**config.mk**
```make
export PLATFORM = sky130hd
export DESIGN_NAME = acc_alu
export DESIGN_NICKNAME = d
export VERILOG_FILES = /design/src/rtl/acc_alu_pkg.sv /design/src/rtl/acc_alu_adder.sv /design/src/rtl/acc_alu_logic.sv /design/src/rtl/acc_alu_shift.sv /design/src/rtl/acc_alu.sv
export SDC_FILE = /design/constraint.sdc
export NUM_CORES = 1
export LEC_CHECK = 0
export CORE_ASPECT_RATIO = 1.1
export CORE_MARGIN = 5
export CORE_UTILIZATION = 60
export DETAILED_ROUTE_END_ITERATION = 8
export PLACE_DENSITY = 0.93
export SLEW_MARGIN = 20
export SYNTH_ARGS = -nofsm -noshare
export SYNTH_HDL_FRONTEND = slang
export SYNTH_SLANG_ARGS = --single-unit
export TNS_END_PERCENT = 30
```
**constraint.sdc**
```tcl
create_clock -name vclk -period 11.9
set_input_delay 2.38 -clock vclk [all_inputs]
set_output_delay 2.38 -clock vclk [all_outputs]
set_load 0.05 [all_outputs]
```
**src/rtl/acc_alu_pkg.sv**
```systemverilog
package acc_alu_pkg;

    typedef enum logic [3:0] {
        OP_ADD  = 4'd0,
        OP_SUB  = 4'd1,
        OP_AND  = 4'd2,
        OP_OR   = 4'd3,
        OP_XOR  = 4'd4,
        OP_CMP  = 4'd5,
        OP_SHL  = 4'd6,
        OP_SHR  = 4'd7,
        OP_ROTL = 4'd8,
        OP_ROTR = 4'd9,
        OP_INC  = 4'd10,
        OP_DEC  = 4'd11,
        OP_TST  = 4'd12,
        OP_TSTI = 4'd13,
        OP_PASS = 4'd14,
        OP_RSVD = 4'd15
    } alu_op_e;

    typedef struct packed {
        logic n;
        logic v;
        logic z;
        logic c;
    } flags_t;

    localparam flags_t MASK_ALL  = '{n: 1'b1, v: 1'b1, z: 1'b1, c: 1'b1};
    localparam flags_t MASK_NZC  = '{n: 1'b1, v: 1'b0, z: 1'b1, c: 1'b1};
    localparam flags_t MASK_NZ   = '{n: 1'b1, v: 1'b0, z: 1'b1, c: 1'b0};
    localparam flags_t MASK_NVZ  = '{n: 1'b1, v: 1'b1, z: 1'b1, c: 1'b0};
    localparam flags_t MASK_Z    = '{n: 1'b0, v: 1'b0, z: 1'b1, c: 1'b0};
    localparam flags_t MASK_NONE = '0;

    function automatic logic is_right(input alu_op_e op);
        return (op == OP_SHR) || (op == OP_ROTR);
    endfunction

    function automatic logic is_rotate(input alu_op_e op);
        return (op == OP_ROTL) || (op == OP_ROTR);
    endfunction

endpackage

```
**src/rtl/acc_alu_adder.sv**
```systemverilog
module acc_alu_adder #(
    parameter int WIDTH = 8
) (
    input  logic [WIDTH-1:0] x_in,
    input  logic [WIDTH-1:0] y_in,
    input  logic             ci,
    output logic [WIDTH-1:0] sum,
    output logic             co,
    output logic             ovf
);
    localparam int MSB = WIDTH - 1;

    logic [WIDTH:0] wide;

    assign wide = {1'b0, x_in} + {1'b0, y_in} + {{WIDTH{1'b0}}, ci};
    assign sum  = wide[MSB:0];
    assign co   = wide[WIDTH];
    // Signed overflow: operands agree in sign, result disagrees
    assign ovf  = (x_in[MSB] == y_in[MSB]) && (sum[MSB] != x_in[MSB]);
endmodule

```
**src/rtl/acc_alu_logic.sv**
```systemverilog
module acc_alu_logic #(
    parameter int WIDTH = 8
) (
    input  logic [WIDTH-1:0] a_in,
    input  logic [WIDTH-1:0] m_in,
    output logic [WIDTH-1:0] and_r,
    output logic [WIDTH-1:0] or_r,
    output logic [WIDTH-1:0] xor_r
);
    assign and_r = a_in & m_in;
    assign or_r  = a_in | m_in;
    assign xor_r = a_in ^ m_in;
endmodule

```
**src/rtl/acc_alu_shift.sv**
```systemverilog
module acc_alu_shift #(
    parameter int WIDTH = 8
) (
    input  logic [WIDTH-1:0] din,
    input  logic             right_dir,
    input  logic             fill,
    output logic [WIDTH-1:0] dout,
    output logic             out_bit
);
    localparam int MSB = WIDTH - 1;

    logic [WIDTH-1:0] lft;
    logic [WIDTH-1:0] rgt;

    for (genvar i = 0; i < WIDTH; i++) begin : g_bit
        if (i == 0) begin : g_lo
            assign lft[i] = fill;
        end else begin : g_lo_mid
            assign lft[i] = din[i-1];
        end
        if (i == MSB) begin : g_hi
            assign rgt[i] = fill;
        end else begin : g_hi_mid
            assign rgt[i] = din[i+1];
        end
    end

    assign dout    = right_dir ? rgt : lft;
    assign out_bit = right_dir ? din[0] : din[MSB];
endmodule

```
**src/rtl/acc_alu.sv**
```systemverilog
module acc_alu
    import acc_alu_pkg::*;
#(
    parameter int WIDTH = 8
) (
    input  logic [3:0]       op_sel,
    input  logic             use_mem,
    input  logic [WIDTH-1:0] a_in,
    input  logic [WIDTH-1:0] m_in,
    input  logic             c_in,
    output logic [WIDTH-1:0] res_out,
    output logic [3:0]       flag_nxt,
    output logic [3:0]       flag_we
);
    localparam int MSB = WIDTH - 1;

    alu_op_e          op;
    logic [WIDTH-1:0] unary;

    logic [WIDTH-1:0] add_x, add_y, add_sum;
    logic             add_ci, add_co, add_ovf;
    logic [WIDTH-1:0] and_r, or_r, xor_r;
    logic [WIDTH-1:0] sh_out;
    logic             sh_bit;

    flags_t           nf, we;
    logic [WIDTH-1:0] res;

    assign op    = alu_op_e'(op_sel);
    assign unary = use_mem ? m_in : a_in;

    // Adder operand steering
    always_comb begin
        add_x  = a_in;
        add_y  = m_in;
        add_ci = c_in;
        unique case (op)
            OP_SUB: add_y = ~m_in;
            OP_CMP: begin
                add_y  = ~m_in;
                add_ci = 1'b1;
            end
            OP_INC: begin
                add_x  = unary;
                add_y  = '0;
                add_ci = 1'b1;
            end
            OP_DEC: begin
                add_x  = unary;
                add_y  = '1;
                add_ci = 1'b0;
            end
            default: ;
        endcase
    end

    acc_alu_adder #(.WIDTH(WIDTH)) adder_i (
        .x_in (add_x),
        .y_in (add_y),
        .ci   (add_ci),
        .sum  (add_sum),
        .co   (add_co),
        .ovf  (add_ovf)
    );

    acc_alu_logic #(.WIDTH(WIDTH)) logic_i (
        .a_in  (a_in),
        .m_in  (m_in),
        .and_r (and_r),
        .or_r  (or_r),
        .xor_r (xor_r)
    );

    acc_alu_shift #(.WIDTH(WIDTH)) shift_i (
        .din       (unary),
        .right_dir (is_right(op)),
        .fill      (is_rotate(op) & c_in),
        .dout      (sh_out),
        .out_bit   (sh_bit)
    );

    // Result select and per-operation flag rules
    always_comb begin
        res = a_in;
        nf  = '0;
        we  = MASK_NONE;
        unique case (op)
            OP_ADD, OP_SUB: begin
                res  = add_sum;
                nf.n = add_sum[MSB];
                nf.v = add_ovf;
                nf.z = (add_sum == '0);
                nf.c = add_co;
                we   = MASK_ALL;
            end
            OP_CMP: begin
                nf.n = add_sum[MSB];
                nf.z = (add_sum == '0);
                nf.c = add_co;
                we   = MASK_NZC;
            end
            OP_AND, OP_OR, OP_XOR: begin
                res  = (op == OP_AND) ? and_r : (op == OP_OR) ? or_r : xor_r;
                nf.n = res[MSB];
                nf.z = (res == '0);
                we   = MASK_NZ;
            end
            OP_SHL, OP_SHR, OP_ROTL, OP_ROTR: begin
                res  = sh_out;
                nf.n = sh_out[MSB];
                nf.z = (sh_out == '0);
                nf.c = sh_bit;
                we   = MASK_NZC;
            end
            OP_INC, OP_DEC: begin
                res  = add_sum;
                nf.n = add_sum[MSB];
                nf.z = (add_sum == '0);
                we   = MASK_NZ;
            end
            OP_TST: begin
                nf.n = m_in[MSB];
                nf.v = m_in[MSB-1];
                nf.z = (and_r == '0);
                we   = MASK_NVZ;
            end
            OP_TSTI: begin
                nf.z = (and_r == '0);
                we   = MASK_Z;
            end
            OP_PASS: begin
                res  = unary;
                nf.n = unary[MSB];
                nf.z = (unary == '0);
                we   = MASK_NZ;
            end
            default: ;
        endcase
    end

    assign res_out  = res;
    assign flag_nxt = nf;
    assign flag_we  = we;
endmodule

```
==> impl_results.md, run 1 <==
- Status: finished clean
- Commonest non-fill, non-tap cell in the layout: nor2_1
- DRC: 0
- Antenna violations before repair: 0
- Most frequent cells in the layout: nor2_1 (51), clkdlybuf4s50_1 (38), nand2_1 (37)
- Setup bufs post-CTS: 0
- Starting Density: between 60% and 70%
- Seq. cell area: 0 sq um
- Worst path arrival time: 6980 ps
- Syn_nets: roughly 370
- Crit Path Class: primary input to output port
- Final Slew Violations: 0
- First-iteration detailed-routing DRC count: roughly 320
- MaxCap Viol Count: 0
- Total grt overflow: 0
- Critical Path Sink Type: output port
- Top cell type's share of synthesized area: ~15%
- Slew at the pin with the worst max-slew slack: 983 ps
- Core area: 3100 sq um
- First-pass GRT wire length: roughly 11 mm
- Die Ht: about 70 microns
- Std cell rows: 21
- Max_slew headroom: roughly 34%
- Final WL: roughly 6.6 mm
- Setup Total Neg Slack: 0 ps
- Power Dens Cells: about 65 nW/um^2
- FILL cells: 261
- CP max stage cell: clkdlybuf4s50_1
- Fmax: between 100 and 150 MHz
- Antenna Cells: 0
- Slowest stage delay, CP: around 1100 ps
- Post-CTS resize count: 0
- ANT nets after route: 0
- Top Ports: 38
- GRT Util Overall: about 29%
- Number of I/O port buffers: 38
- Setup crit start kind: primary input
- Synth unique cells: 48
- Die area: roughly 4500 sq um
- DR WL/cell: 17.2 microns
- Mapped Cells: between 300 and 400
- Final hold vios: 0
- Sequential-to-total area share from yosys stat: 0%
- Seq cells: 0
- Cell Area, Synth: between 1500 and 2000 sq um
- Hold Crit Depth: 4
- Vias in the first global route: 2375
- Largest cells by area after synthesis: ha_1 (15%), nor2_1 (9.7%), mux2i_1 (8.1%), o21ai_0 (8.1%), nand2_1 (7.0%)
- Hold Slack: about 6200 ps
- CTS Hold Bufs: 0
- Critical path peak fanout: 32
- Synth warn: 0
- DR vias: 2550
- Syn avg cell area: between 6 and 7 sq um
- Leak pwr: 1.03 nW
- Setup violators final: 0
- WP buf/inv: 3
- Hold/Removal Path Class: primary input to output port
- Drt first pass iters: 5
- Hpwl dp: 5.08 mm
- Unrepaired setup endpoints after global routing: false
- Tmin final: a little over 9000 ps
- Layout cell share with drive strength beyond 1: roughly 1.4%
- Syn-to-layout area delta: 17.6%
- Nets: roughly 400
- Final worst-path cycle share: roughly four fifths
- Crit path max-delay family: buffers and inverters
- Crit path cell chain: clkdlybuf4s50_1 -> nand2_1 -> a21oi_1 -> nor3_1 -> fa_1 -> inv_1 -> fa_1 -> nor2b_1 -> o211ai_1 -> a21oi_1 -> a211o_1 -> nor2_1 -> o32a_1 -> clkdlybuf4s50_1
- Yosys top cell by area: ha_1
- VDD IR max: ~0.000043 V
- CLK BUF: 0
- Largest net degree at the start of global routing: 42
- Die width: between 60 and 70 microns
- Hold path endpoint: res_out[2]
- Critical hold path startpoint: a_in[2]
- CP required: ~9500 ps
- Final GP Congestion: 1.01
- DR vias/cell: 6.69
[routing by layer]
layer | up-vias | wire length (microns) | global-route usage [%] | part of all wire [%]
li1 | 1217 | - | - | -
met1 | 1121 | 2520 | 36.4 | 38
met2 | 171 | 3020 | 48.3 | 46
met3 | 41 | 732 | 3.53 | 11
met4 | 0 | 299 | 12.9 | 4.6
met5 | - | 0 | 0 | 0
[stage by stage]
step	total power (W)	utilization, %	cell area (sq um)	cells	setup slack, ps
3_5_place_dp	0.000146	74.8	2320	381	2630
6_report	0.000150	74.8	2320	381	2540
2_1_floorplan	0.000102	-	1970	327	3470
5_1_grt	0.000160	74.8	2320	381	2190
4_1_cts	0.000146	74.8	2320	381	2630
3_3_place_gp	0.000143	74.8	2320	381	2760
[synth_stat cells (all sizes together), types with 2 or more instances]
library cell and count:
mux2i 16, nor2 51, nand4 5, clkbuf 11
o21ai 35, xor2 2, nor2b 5, inv 23
fa 2, a2111o 2, a211oi 8, o211ai 2
nand2 37, nand2b 3, nor4 2, o22ai 5
a21oi 25, o41ai 4, o32a 3, ha 23
o21a 2, xnor2 4, o221ai 3, nand3 6
a31oi 5, a22oi 2, nor3 15, buf 8
or2 3
[how the worst max path moves through the flow]
stage | startpoint | end | slack (ps) | cells past startpoint
global placement | op_sel[3] | res_out[6] | 2760 | 14
detailed placement | op_sel[3] | res_out[6] | 2630 | 14
CTS | op_sel[3] | res_out[6] | 2630 | 14
floorplan | op_sel[3] | flag_nxt[2] | 3470 | 12
global route | op_sel[3] | res_out[6] | 2190 | 14
finish | op_sel[3] | res_out[6] | 2540 | 14
[power breakdown]
part / switching (W) / leakage [nW] / internal (W) / total, W
clock network: 0 / 0 / 0 / 0
logic: 0.0000942 / 1.03 / 0.0000553 / 0.000150
registers: 0 / 0 / 0 / 0
[cell families (layout without fill, tap and decap cells)]
kind of cell    after synthesis  count (layout)  share of synthesized area [%]
compound gates              103             103                           33.0
fa+ha+maj                    25              25                           16.6
xor+xnor                      6               6                           2.66
simple gates                135             135                           31.0
buf+inv                      42              62                           8.63
mux                          16              16                           8.12
[cell type report]
type / instances / area [sq um] / area share (%)
repair buffers: 39 / 388 / 16.7
multi-input cells: 285 / 1800 / 77.7
inverters: 23 / 86.3 / 3.72
well taps: 34 / 42.5 / 1.83
(Power assumes the default switching activity.)
==> inputs of run 2 (changes only) <==
Settings changed: CORE_UTILIZATION 60 to 51, PLACE_DENSITY 0.93 to 0.84.
Clock period 11.9 ns to 8.08 ns, I/O delays scaled along.
==> run 2 against run 1 <==
  * Worst setup slack got worse by 1400 ps
  * First-iteration DRC count fell by 11%
  * Final cell count rose by 5.0%
  * Utilization fell by 9.4 points
  * Highest routed layer unchanged
  * Total power rose by 54%
  * Cell area rose by 3.9%
  * Combinational power rose by 54%
  * Critical path depth fell by 3
  * Worst hold slack got worse by 2000 ps
  * Largest power group unchanged
  * Sequential cell count did not move
==> impl_results.md, run 2 (synthesized netlist as in run 1, its figures left out) <==
- Status: finished clean (unchanged)
- Critical Path Sink Type: output port (unchanged)
- Setup Total Neg Slack: 0 ps (unchanged)
- ANT nets after route: 0 (unchanged)
- Hold/Removal Path Class: primary input to output port (unchanged)
- Nets: 399 (was 396)
- CP max stage cell: clkdlybuf4s50_1 (unchanged)
- Worst Setup SP: use_mem (was op_sel[3])
- Fin util: 65.4% (was 74.8%)
- Final GP Congestion: 0.993 (was 1.01)
- First-iteration detailed-routing DRC count: 288 (was 323)
- Starting Density: 53.5% (was 63.6%)
- Max_slew headroom: 44.3% (was 34.2%)
- Commonest non-fill, non-tap cell in the layout: nor2_1 (unchanged)
- Power Dens Cells: 95.8 nW/um^2 (was 64.5 nW/um^2)
- Unrepaired setup endpoints after global routing: false (unchanged)
- Crit Path Class: primary input to output port (unchanged)
- Setup bufs post-CTS: 0 (unchanged)
- Most frequent cells in the layout: nor2_1 (51), nand2_1 (37), o21ai_0 (32) (was nor2_1 (51), clkdlybuf4s50_1 (38), nand2_1 (37))
- Hold Slack: 4140 ps (was 6170 ps)
- CTS Hold Bufs: 0 (unchanged)
- FILL cells: 357 (was 261)
- GRT Util Overall: 25.8% (was 28.8%)
- Setup crit start kind: primary input (unchanged)
- Tmin final: ~6900 ps
- Crit path max-delay family: buffers and inverters (unchanged)
- First-pass GRT wire length: 11.1 mm (was 10.8 mm)
- DRC: 0 (unchanged)
- Die area: 5210 sq um (was 4530 sq um)
- Critical path peak fanout: 19 (was 32)
- Fmax: approximately 140 MHz
- Slew at the pin with the worst max-slew slack: 833 ps (was 983 ps)
- Core area: 3680 sq um (was 3100 sq um)
- Most common cell on crit path: nand3_1
- WP buf/inv: 2 (was 3)
- Leak pwr: 1.08 nW (was 1.03 nW)
- Largest net degree at the start of global routing: 41 (was 42)
- Final WL: 6.97 mm (was 6.57 mm)
- Final worst-path cycle share: between 80% and 90%
- DR WL/cell: 17.4 microns (was 17.2 microns)
- Seq. cell area: 0 sq um (unchanged)
- CLK BUF: 0 (unchanged)
- Critical hold path startpoint: a_in[4] (was a_in[2])
- Syn-to-layout area delta: 22.1% (was 17.6%)
- Drt first pass iters: 5 (unchanged)
- Worst path arrival time: 5330 ps (was 6980 ps)
- Slowest stage delay, CP: 1010 ps (was 1120 ps)
- Post-CTS resize count: 0 (unchanged)
- Seq cells: 0 (unchanged)
- Antenna Cells: 0 (unchanged)
- Number of I/O port buffers: 38 (unchanged)
- DR vias: 2581 (was 2550)
- Setup violators final: 0 (unchanged)
- Top Ports: 38 (unchanged)
- MaxCap Viol Count: 0 (unchanged)
- Antenna violations before repair: 0 (unchanged)
- Die Ht: 75.2 microns (was 70.1 microns)
- VDD IR max: 0.0000648 V (was 0.0000434 V)
- CP required: 6460 ps (was 9520 ps)
- Hpwl dp: 5.42 mm (was 5.08 mm)
- Die width: 69.3 microns (was 64.7 microns)
- Layout cell share with drive strength beyond 1: 5.43% (was 1.44%)
- Vias in the first global route: 2254 (was 2375)
- Final Slew Violations: 0 (unchanged)
- Crit path cell chain: clkdlybuf4s50_1 -> nand3_1 -> o21ai_0 -> ha_1 -> a2111o_1 -> a31oi_1 -> a21oi_1 -> xnor2_1 -> nand2b_1 -> nand3_1 -> buf_12 (was clkdlybuf4s50_1 -> nand2_1 -> a21oi_1 -> nor3_1 -> fa_1 -> inv_1 -> fa_1 -> nor2b_1 -> o211ai_1 -> a21oi_1 -> a211o_1 -> nor2_1 -> o32a_1 -> clkdlybuf4s50_1)
- DR vias/cell: 6.45 (was 6.69)
- Total grt overflow: 0 (unchanged)
- Final hold vios: 0 (unchanged)
- Std cell rows: 23 (was 21)
run 2: changes by cell type in the layout (fill, tap and decap cells not counted):
cell / before / now
clkdlybuf4s50_1: 38 / 27
buf_4: 1 / 9
buf_12: 0 / 6
run 2: area by class of cell:
class / instances / area, sq um / share of cell area (%)
Multi-Input combinational cell: 285 / 1800 / 74.8
Timing Repair Buffer: 42 / 458 / 19.0
Inverter: 23 / 86.3 / 3.58
Tap cell: 50 / 62.6 / 2.60
run 2: per-layer routing:
layer | GRT usage [%] | wire length, microns | vias to the layer above
li1 | - | - | 1233
met1 | 33.3 | 2850 | 1152
met2 | 44.5 | 3200 | 160
met3 | 2.54 | 609 | 36
met4 | 10.8 | 304 | 0
met5 | 0 | 0 | -
run 2: power breakdown:
group | total (W) | switching (W) | internal, W
Sequential | 0 | 0 | 0
Clock | 0 | 0 | 0
Combinational | 0.000231 | 0.000142 | 0.0000887
run 2: path summary, 6_finish.rpt:
path	end	cells past startpoint
hold / removal	res_out[4]	4
setup / recovery	flag_nxt[3]	11
run 2: per-stage QoR:
stage / total power, W / instance area (sq um) / std cells / setup WS [ps]
after floorplan: 0.000150 / 1970 / 327 / 1180
after global placement: 0.000224 / 2410 / 400 / 1260
after detailed placement: 0.000226 / 2410 / 400 / 1250
after CTS: 0.000227 / 2410 / 400 / 1220
after global routing: 0.000248 / 2410 / 400 / 769
final: 0.000231 / 2410 / 400 / 1140
